===== config.mk =====
export PLATFORM = sky130hd
export DESIGN_NAME = prio_grant_arbiter
export DESIGN_NICKNAME = d
export VERILOG_FILES = /design/src/rtl/arb_pkg.sv /design/src/rtl/prio_order_store.sv /design/src/rtl/grant_walker.sv /design/src/rtl/channel_pack.sv /design/src/rtl/prio_grant_arbiter.sv
export SDC_FILE = /design/constraint.sdc
export NUM_CORES = 1
export LEC_CHECK = 0
export BUFFER_PORTS_ARGS = -buffer_cell sky130_fd_sc_hd__buf_2
export CORE_MARGIN = 8
export CORE_UTILIZATION = 25
export CTS_CLUSTER_SIZE = 20
export DETAILED_ROUTE_END_ITERATION = 10
export GPL_ROUTABILITY_DRIVEN = 0
export SYNTH_ARGS = -nofsm -noshare
export SYNTH_HDL_FRONTEND = slang
export SYNTH_SLANG_ARGS = --single-unit

===== constraint.sdc =====
create_clock -name clk -period 9.7 [get_ports clk]
set_input_delay 0 -clock clk [delete_from_list [all_inputs] [get_ports clk]]
set_output_delay 0 -clock clk [all_outputs]
set_load 0.02 [all_outputs]

===== src/rtl/arb_pkg.sv =====
package arb_pkg;
    localparam int unsigned DEF_NPORT     = 6;
    localparam int unsigned DEF_NCHAN     = 3;
    localparam int unsigned DEF_PAYLOAD_W = 16;

    function automatic int unsigned idx_width(input int unsigned n);
        return (n < 2) ? 1 : $clog2(n);
    endfunction
endpackage


===== src/rtl/prio_order_store.sv =====
module prio_order_store #(
    parameter int unsigned NPORT  = arb_pkg::DEF_NPORT,
    parameter int unsigned PIDX_W = arb_pkg::idx_width(NPORT)
) (
    input  logic                    clk,
    input  logic                    rst_n,
    input  logic                    cfg_we,
    input  logic [PIDX_W-1:0]       cfg_slot,
    input  logic [PIDX_W-1:0]       cfg_port,
    output logic [NPORT*PIDX_W-1:0] order_o
);
    typedef struct packed {
        logic [NPORT-1:0][PIDX_W-1:0] order;
    } state_t;

    state_t st_d, st_q;
    logic   wr_legal;

    assign wr_legal = (32'(cfg_slot) < NPORT) && (32'(cfg_port) < NPORT);

    always_comb begin
        st_d = st_q;
        if (cfg_we && wr_legal) begin
            st_d.order[cfg_slot] = cfg_port;
        end
    end

    always_ff @(posedge clk or negedge rst_n) begin
        if (!rst_n) begin
            for (int i = 0; i < int'(NPORT); i++) begin
                st_q.order[i] <= PIDX_W'(i);
            end
        end else begin
            st_q <= st_d;
        end
    end

    for (genvar s = 0; s < int'(NPORT); s++) begin : g_flat
        assign order_o[s*PIDX_W +: PIDX_W] = st_q.order[s];
    end


    slot_write_lands_chk: assert property (@(posedge clk) disable iff (!rst_n)
        (cfg_we && wr_legal) |=> (st_q.order[$past(cfg_slot)] == $past(cfg_port)));


    illegal_write_ignored_chk: assert property (@(posedge clk) disable iff (!rst_n)
        (cfg_we && !wr_legal) |=> $stable(st_q));


    idle_list_stable_chk: assert property (@(posedge clk) disable iff (!rst_n)
        !cfg_we |=> $stable(st_q));
endmodule


===== src/rtl/grant_walker.sv =====
module grant_walker #(
    parameter int unsigned NPORT  = arb_pkg::DEF_NPORT,
    parameter int unsigned NCHAN  = arb_pkg::DEF_NCHAN,
    parameter int unsigned PIDX_W = arb_pkg::idx_width(NPORT)
) (
    input  logic                    clk,
    input  logic                    rst_n,
    input  logic [NPORT*PIDX_W-1:0] order_i,
    input  logic [NPORT-1:0]        req_valid,
    output logic [NPORT-1:0]        grant_o,
    output logic [NCHAN-1:0]        chv_o,
    output logic [NCHAN*PIDX_W-1:0] chp_o
);
    logic [PIDX_W-1:0] p;
    int                used;

    always_comb begin
        grant_o = '0;
        chv_o   = '0;
        chp_o   = '0;
        used    = 0;
        p       = '0;
        for (int s = 0; s < int'(NPORT); s++) begin
            p = order_i[s*PIDX_W +: PIDX_W];
            if ((32'(p) < NPORT) && (used < int'(NCHAN))) begin
                if (req_valid[p] && !grant_o[p]) begin
                    grant_o[p]                    = 1'b1;
                    chv_o[used]                   = 1'b1;
                    chp_o[used*PIDX_W +: PIDX_W]  = p;
                    used                          = used + 1;
                end
            end
        end
    end


    grant_cap_chk: assert property (@(posedge clk) disable iff (!rst_n)
        $countones(grant_o) <= NCHAN);


    grant_needs_valid_chk: assert property (@(posedge clk) disable iff (!rst_n)
        (grant_o & ~req_valid) == '0);
endmodule


===== src/rtl/channel_pack.sv =====
module channel_pack #(
    parameter int unsigned NPORT     = arb_pkg::DEF_NPORT,
    parameter int unsigned NCHAN     = arb_pkg::DEF_NCHAN,
    parameter int unsigned PAYLOAD_W = arb_pkg::DEF_PAYLOAD_W,
    parameter int unsigned PIDX_W    = arb_pkg::idx_width(NPORT)
) (
    input  logic                       clk,
    input  logic                       rst_n,
    input  logic [NPORT*PAYLOAD_W-1:0] req_data,
    input  logic [NCHAN-1:0]           chv_i,
    input  logic [NCHAN*PIDX_W-1:0]    chp_i,
    output logic [NCHAN*PAYLOAD_W-1:0] ch_data
);
    for (genvar c = 0; c < int'(NCHAN); c++) begin : g_chan
        logic [PIDX_W-1:0] sel;
        assign sel = chp_i[c*PIDX_W +: PIDX_W];

        always_comb begin
            ch_data[c*PAYLOAD_W +: PAYLOAD_W] = '0;
            if (chv_i[c] && (32'(sel) < NPORT)) begin
                ch_data[c*PAYLOAD_W +: PAYLOAD_W] = req_data[int'(sel)*PAYLOAD_W +: PAYLOAD_W];
            end
        end

        if (c + 1 < int'(NCHAN)) begin : g_gap

            no_gap_chk: assert property (@(posedge clk) disable iff (!rst_n)
                !chv_i[c] |-> !chv_i[c+1]);
        end


        idle_chan_zero_chk: assert property (@(posedge clk) disable iff (!rst_n)
            !chv_i[c] |-> (ch_data[c*PAYLOAD_W +: PAYLOAD_W] == '0));
    end
endmodule


===== src/rtl/prio_grant_arbiter.sv =====
module prio_grant_arbiter #(
    parameter int unsigned NPORT     = arb_pkg::DEF_NPORT,
    parameter int unsigned NCHAN     = arb_pkg::DEF_NCHAN,
    parameter int unsigned PAYLOAD_W = arb_pkg::DEF_PAYLOAD_W,
    parameter int unsigned PIDX_W    = arb_pkg::idx_width(NPORT)
) (
    input  logic                       clk,
    input  logic                       rst_n,
    input  logic [NPORT-1:0]           req_valid,
    input  logic [NPORT*PAYLOAD_W-1:0] req_data,
    output logic [NPORT-1:0]           req_ready,
    input  logic                       cfg_we,
    input  logic [PIDX_W-1:0]          cfg_slot,
    input  logic [PIDX_W-1:0]          cfg_port,
    output logic [NCHAN-1:0]           ch_valid,
    output logic [NCHAN*PIDX_W-1:0]    ch_port,
    output logic [NCHAN*PAYLOAD_W-1:0] ch_data
);
    logic [NPORT*PIDX_W-1:0] order;

    prio_order_store #(.NPORT(NPORT), .PIDX_W(PIDX_W)) u_store (
        .clk(clk), .rst_n(rst_n), .cfg_we(cfg_we),
        .cfg_slot(cfg_slot), .cfg_port(cfg_port), .order_o(order)
    );

    grant_walker #(.NPORT(NPORT), .NCHAN(NCHAN), .PIDX_W(PIDX_W)) u_walk (
        .clk(clk), .rst_n(rst_n), .order_i(order), .req_valid(req_valid),
        .grant_o(req_ready), .chv_o(ch_valid), .chp_o(ch_port)
    );

    channel_pack #(.NPORT(NPORT), .NCHAN(NCHAN), .PAYLOAD_W(PAYLOAD_W), .PIDX_W(PIDX_W)) u_pack (
        .clk(clk), .rst_n(rst_n), .req_data(req_data),
        .chv_i(ch_valid), .chp_i(ch_port), .ch_data(ch_data)
    );


    one_chan_per_grant_chk: assert property (@(posedge clk) disable iff (!rst_n)
        $countones(ch_valid) == $countones(req_ready));
endmodule


After elaboration in Yosys (flattened, before gate mapping):

Memories as Yosys holds them, arrays and structs flattened.
Cells that the tools add are included.

* div/mod/pow operators: 0
* bitwise logic cells: 10
* shifts and indexed selects: 13
* $mul: 5
* muxes and demuxes: 102
* equal/unequal tests: 0
* magnitude comparators: 40
* add/sub/neg operators: 9
* reduce and logical (&&, ||, !) cells: 34

Operators by type and width (number)
* 32-bit 2-to-1 mux: 9
* 96-bit by 8-bit indexed part select with 16-bit output: 3
* 32-bit negator with 34-bit output: 5
* 3-bit by 34-bit variable shift with 9-bit output, first input constant: 5
* 3-bit by 34-bit indexed part select with 9-bit output: 5
* 32-bit by 1-bit >= comparator with 1-bit output, second input constant: 5
* 32-bit by 3-bit less-than comparator with 1-bit output, second input constant: 5
* 32-bit by 4-bit less-than comparator with 1-bit output, second input constant: 5
* 32-bit by 2-bit multiplier with 32-bit output, second input constant: 5
* 32-bit by 2-bit adder with 32-bit output, second input constant: 4
* 9-bit 2-to-1 mux: 10
* 6-bit 2-to-1 mux: 12
* 16-bit 2-to-1 mux: 3
* 9-bit bitwise mux: 5
* 3-bit 2-to-1 mux: 13
* 1-bit binary-select mux with 3-bit select: 11
* 3-bit less-than comparator, second input constant: 11
* 6-bit OR: 5
* 1-bit logical AND: 28
* 3-bit by 4-bit less-than comparator with 1-bit output, second input constant: 7
* 1-bit 2-to-1 mux: 26
* 3-bit by 1-bit >= comparator with 1-bit output, second input constant: 7
* 18-bit bitwise mux: 1
* 1-bit demux with 3-bit select: 6
* other kinds (5): 17

* word-level logic and storage cells: 220
* input bits: 111
* latch bits: 0
* bits in writable memories: 0
* bits in registers: 18
* output and inout bits: 66
* bits in read-only memories: 8
* memories: 1

Memory list
* (name not given): depth 8, bits a word 1, rd ports 1, clocked after Yosys merged registers in 0, write ports 0, line grant_walker.sv:26 `if (req_valid[p] && !grant_o[p]) begin`

Longest topological paths before layout:

* depth in word-level cells: 39
* mapped depth: 52
* gate-level depth less buffers: 46

By module:

From an unflattened synthesis, not the netlist that was laid out.

* cells, all modules: 1007
* area total of the unflattened synthesis: 8227.9 µm²

By module, submodules not included
* grant_walker: seq. area each 0.0 µm², times used 1, area an instance 5001.0 µm², cells an instance 730
* channel_pack: seq. area each 0.0 µm², times used 1, area an instance 2473.6 µm², cells an instance 231
* prio_order_store: seq. area each 459.2 µm², times used 1, area an instance 753.2 µm², cells an instance 46

Worst setup path after synthesis:

OpenSTA, ideal clock, no wires.

* path kind: reg-to-output
* start point: register, netlist name u_store.order_o[0]
* end point: output port ch_data[21]
* buffers on the path: 6
* arrival time: 11.025 ns
* cell stages (with the launch flop): 47
* data required time: 9.700 ns
* path slack: -1.325 ns
* path through: dfrtp_1 > buf_6 > xor2_1 > or4_4 > nand2_1 > nor2_1 > nand2_1 > ha_1 > nand2b_1 > o41ai_1 > clkbuf_1 > ha_1 > mux2_2 > ha_1 > inv_1 > ha_1 > nand4_1 > a2111oi_4 > [11 not listed] > clkbuf_1 > clkbuf_1 > nand2_1 > xnor2_1 > inv_1 > ha_1 > a21o_1 > xor2_1 > nand2_1 > or2_2 > a211o_1 > and3_4 > nor3_4 > nand3_1 > o21ai_0 > nand3_1 > buf_2 > o2bb2ai_1

* word-level cells in the longest chain between the ends: 39

RTL lines
* branches (longest 35 deep; another with 32-bit by 2-bit adder with 32-bit output)
* 9-bit 2-to-1 mux *: line grant_walker.sv:25 `if ((32'(p) < NPORT) && (used < int'(NCHAN))) begin`
* via ch_port[5]: line prio_grant_arbiter.sv:16 `output logic [NCHAN*PIDX_W-1:0] ch_port,`
* branches (longest 2 deep; another with 96-bit by 8-bit indexed part select with 16-bit output)
* 16-bit 2-to-1 mux *: line channel_pack.sv:20 `if (chv_i[c] && (32'(sel) < NPORT)) begin`
* end, declared: line prio_grant_arbiter.sv:17 `output logic [NCHAN*PAYLOAD_W-1:0] ch_data`

Mark *: on every way through the listed nets, which the timed path passes. The select of a mux whose other input is x is not followed.

Final worst setup path:

* start point: register, netlist name u_store.order_o[0]
* end point: output port ch_data[22]

* word-level cells in the longest chain between the ends: 39

RTL lines (line)
* branches (longest 38 deep; another with 32-bit by 2-bit adder with 32-bit output)
* 16-bit 2-to-1 mux *: channel_pack.sv:20

Mark *: on every way between the ends. The select of a mux whose other input is x is not followed.

==> results_dict.tcl <==
set metrics [dict create \
    max_cap_viol_count 0 \
    antenna_found_initial 1 \
    start_util_pct 25.27 \
    cts_max_path_buffers 2 \
    wl_mm 34.85 \
    critPathTopFamily "simple AND/OR/NAND/NOR gates" \
    rows 65 \
    crit_buf_inv 4 \
    vias 9823 \
    grt-ovfl-total 0 \
    grt_pass1_vias 9216 \
    cts_root_buf "clkbuf_16" \
    synthFlopType "dfrtp_1" \
    synthesis.nets 1205 \
    cp-endpoint "ch_data[22]" \
    endpoint_kind "output port" \
    yosys_warnings 0 \
    syn_area_sq_um 7934 \
    outcome "complete, no violations" \
    tritoncts "yes" \
    slew_violations 0 \
    cts_made_buffers 3 \
    detailed_place_hpwl_mm 25.40 \
    synth_cell_types 95 \
    clock_latency_ns 0.25 \
    finalCritPeriodShare_pct 99.46 \
    syn_inst 1048 \
    finish.utilization_pct 38.20 \
    crit_fanout 8 \
    largest_reg_flops 18 \
    regToRegEndpoint "u_store.order_o[12]" \
    grt_setup_unrepaired "yes" \
    die-area_sq_um 37690 \
    start_kind "register" \
    max_freq_ghz 0.1037 \
    final_common_cell "buf_2" \
    synth_edf_count 0 \
    worst_pin_slew_ns 1.108 \
    crit_required_ns 9.70 \
    viasPerCell 5.868 \
    die_y_um 194.1 \
    areaGrowthSynthToFinish_pct 51.16 \
    reg2reg_slack_ns 8.42 \
    path_depth 44 \
    grt_max_degree 35 \
    antenna_left 0 \
    critical-path-slowest-cell "or4_4" \
    syn_area_per_cell_sq_um 7.570 \
    pin_count 177 \
    core_area_sq_um 31390 \
    port_buffers 176 \
    layout-drive-gt1-share_pct 42.01 \
    arrival_ns 9.65 \
    fin_crit_ns 9.648 \
    drt_iter0_drc 936 \
    hold_viol 0 \
    grt_usage_pct 15.82 \
    max_stage_delay_ns 0.58 \
    final_cell_mix "buf_2 (128), mux2i_1 (103), buf_4 (89)" \
    crit_start "u_store.order_o[0]" \
    path_clk_slew_ns 0.05 \
    hold_class "input port to register" \
    drt_first_pass_iters 6 \
    clock_skew_ns 0 \
    slew_headroom_pct 25.79 \
    finalSetupViolCount 0 \
    htreeDepth 1 \
    crit_top_cell "ha_4" \
    crit_type "register to output port" \
    detail_route.wl_per_cell_um 20.82 \
    grt_pass1_wl_mm 50.67 \
    synthArstFlopShare_pct 100.0 \
    layout.nets 1429 \
    die_w_um 194.1 \
    ys_seq_area_share_pct 5.788 \
    ys_seq_elements 18 \
    clkSinkCount 18 \
    drc 0 \
    ff2ff_path_depth 2 \
    r2r-start "u_store.order_o[12]" \
]
-- final cells by class --
type	count	area, sq um
Fill cell	3137	19400
Multi-Input combinational cell	921	8532
Timing Repair Buffer	285	2245
Tap cell	402	503.0
Sequential cell	18	460.4
Inverter	43	161.4
Clock buffer	4	88.84
Antenna cell	1	2.502
-- timing repair --
action / in CTS / in global routing
hold endpoints to repair: 18 / 0
setup buffers: 9 / 32
gates cloned: 1 / 10
hold buffers: 1 / 0
gates resized for setup: 21 / 231
pin swaps: 8 / 40
setup endpoints to repair: 49 / 53
-- synthesized netlist by cell type (4+ instances only) --
cell type  instances  share of area [%]
nand4_1           23                1.8
or3_1              6               0.47
dfstp_2            7                2.3
mux2_2            37                5.3
o211a_1            4               0.50
nand2b_1          19                1.5
nor2_1            63                3.0
buf_6              9                1.3
a21o_1             9               0.85
nor3b_1           12                1.1
buf_2             20                1.3
ha_1              43                6.8
dfrtp_1           11                3.5
clkbuf_1          35                1.7
a21boi_0          16                1.5
inv_1             37                1.8
a22oi_1            6               0.57
xor2_1            10                1.1
nand2_1           68                3.2
nor2b_1           13                1.0
xnor2_1           15                1.7
buf_1              4               0.19
o21ai_0           53                3.3
and2_1             7               0.55
o32ai_1            5               0.55
nand3_1           55                3.5
nor4_1             8               0.63
nor3_1            26                1.6
o221ai_1          34                3.8
o31ai_1            8               0.76
o2bb2ai_1         16                1.8
a21oi_1           39                2.5
and3_1            27                2.1
nand4b_1           4               0.44
o22ai_1            5               0.39
or2_2              8               0.63
o211ai_1          10               0.95
a31oi_1           21                1.7
nand3b_1           6               0.57
inv_2              5               0.24
mux2i_1          158                 20
-- kinds of logic (layout without fill, tap and decap cells) --
family,count (synthesis),in the layout,share of synthesized area (%)
fa+ha+maj,46,46,7.538
other cells,0,1,0
xor+xnor,28,28,3.533
buf+inv,114,332,6.671
mux,198,203,25.75
compound gates,273,273,25.12
flops,18,18,5.788
simple gates,371,371,25.60
-- layer usage --
| layer | wire (um) | up-vias | global-route usage (%) |
|---|---|---|---|
| met5 | 0 | - | 0 |
| met4 | 1106 | 0 | 4.470 |
| met3 | 2454 | 87 | 2.065 |
| met2 | 16730 | 509 | 26.97 |
| met1 | 14570 | 4737 | 20.58 |
| li1 | - | 4490 | - |
-- through the flow --
step           cells  hold WS, ns  setup WS [ns]  instance area [sq um]  setup TNS (ns)
4_1_cts         1631      0.05098        0.01427                  10630               0
3_3_place_gp    1616     -0.05791       -0.02398                  10350        -0.02398
3_5_place_dp    1616     -0.04868        -0.1978                  10350          -5.568
2_1_floorplan   1048      -0.2956        -0.2507                   8895          -10.20
6_report        1674      0.05071        0.05239                  11990               0
5_1_grt         1674      0.06882        -0.4082                  11990          -13.95
-- worst min-delay path by stage --
stage	to	depth (start not counted)	start
6_report	u_store.order_o[14]	3	cfg_port[2]
5_1_grt	u_store.order_o[14]	3	cfg_port[2]
4_1_cts	u_store.order_o[14]	3	cfg_port[2]
3_5_place_dp	u_store.order_o[13]	1	rst_n
3_3_place_gp	u_store.order_o[16]	1	rst_n
2_1_floorplan	u_store.order_o[0]	0	rst_n
-- worst reg2reg max path: stages, from the launching register on --
cell and delay, ns:
dfrtp_1 0.69, inv_1 0.29, o21ai_0 0.22
Power is left out: the tool's default activity adds up to more than one toggle a clock period on the data nets, which glitch-free logic cannot reach.
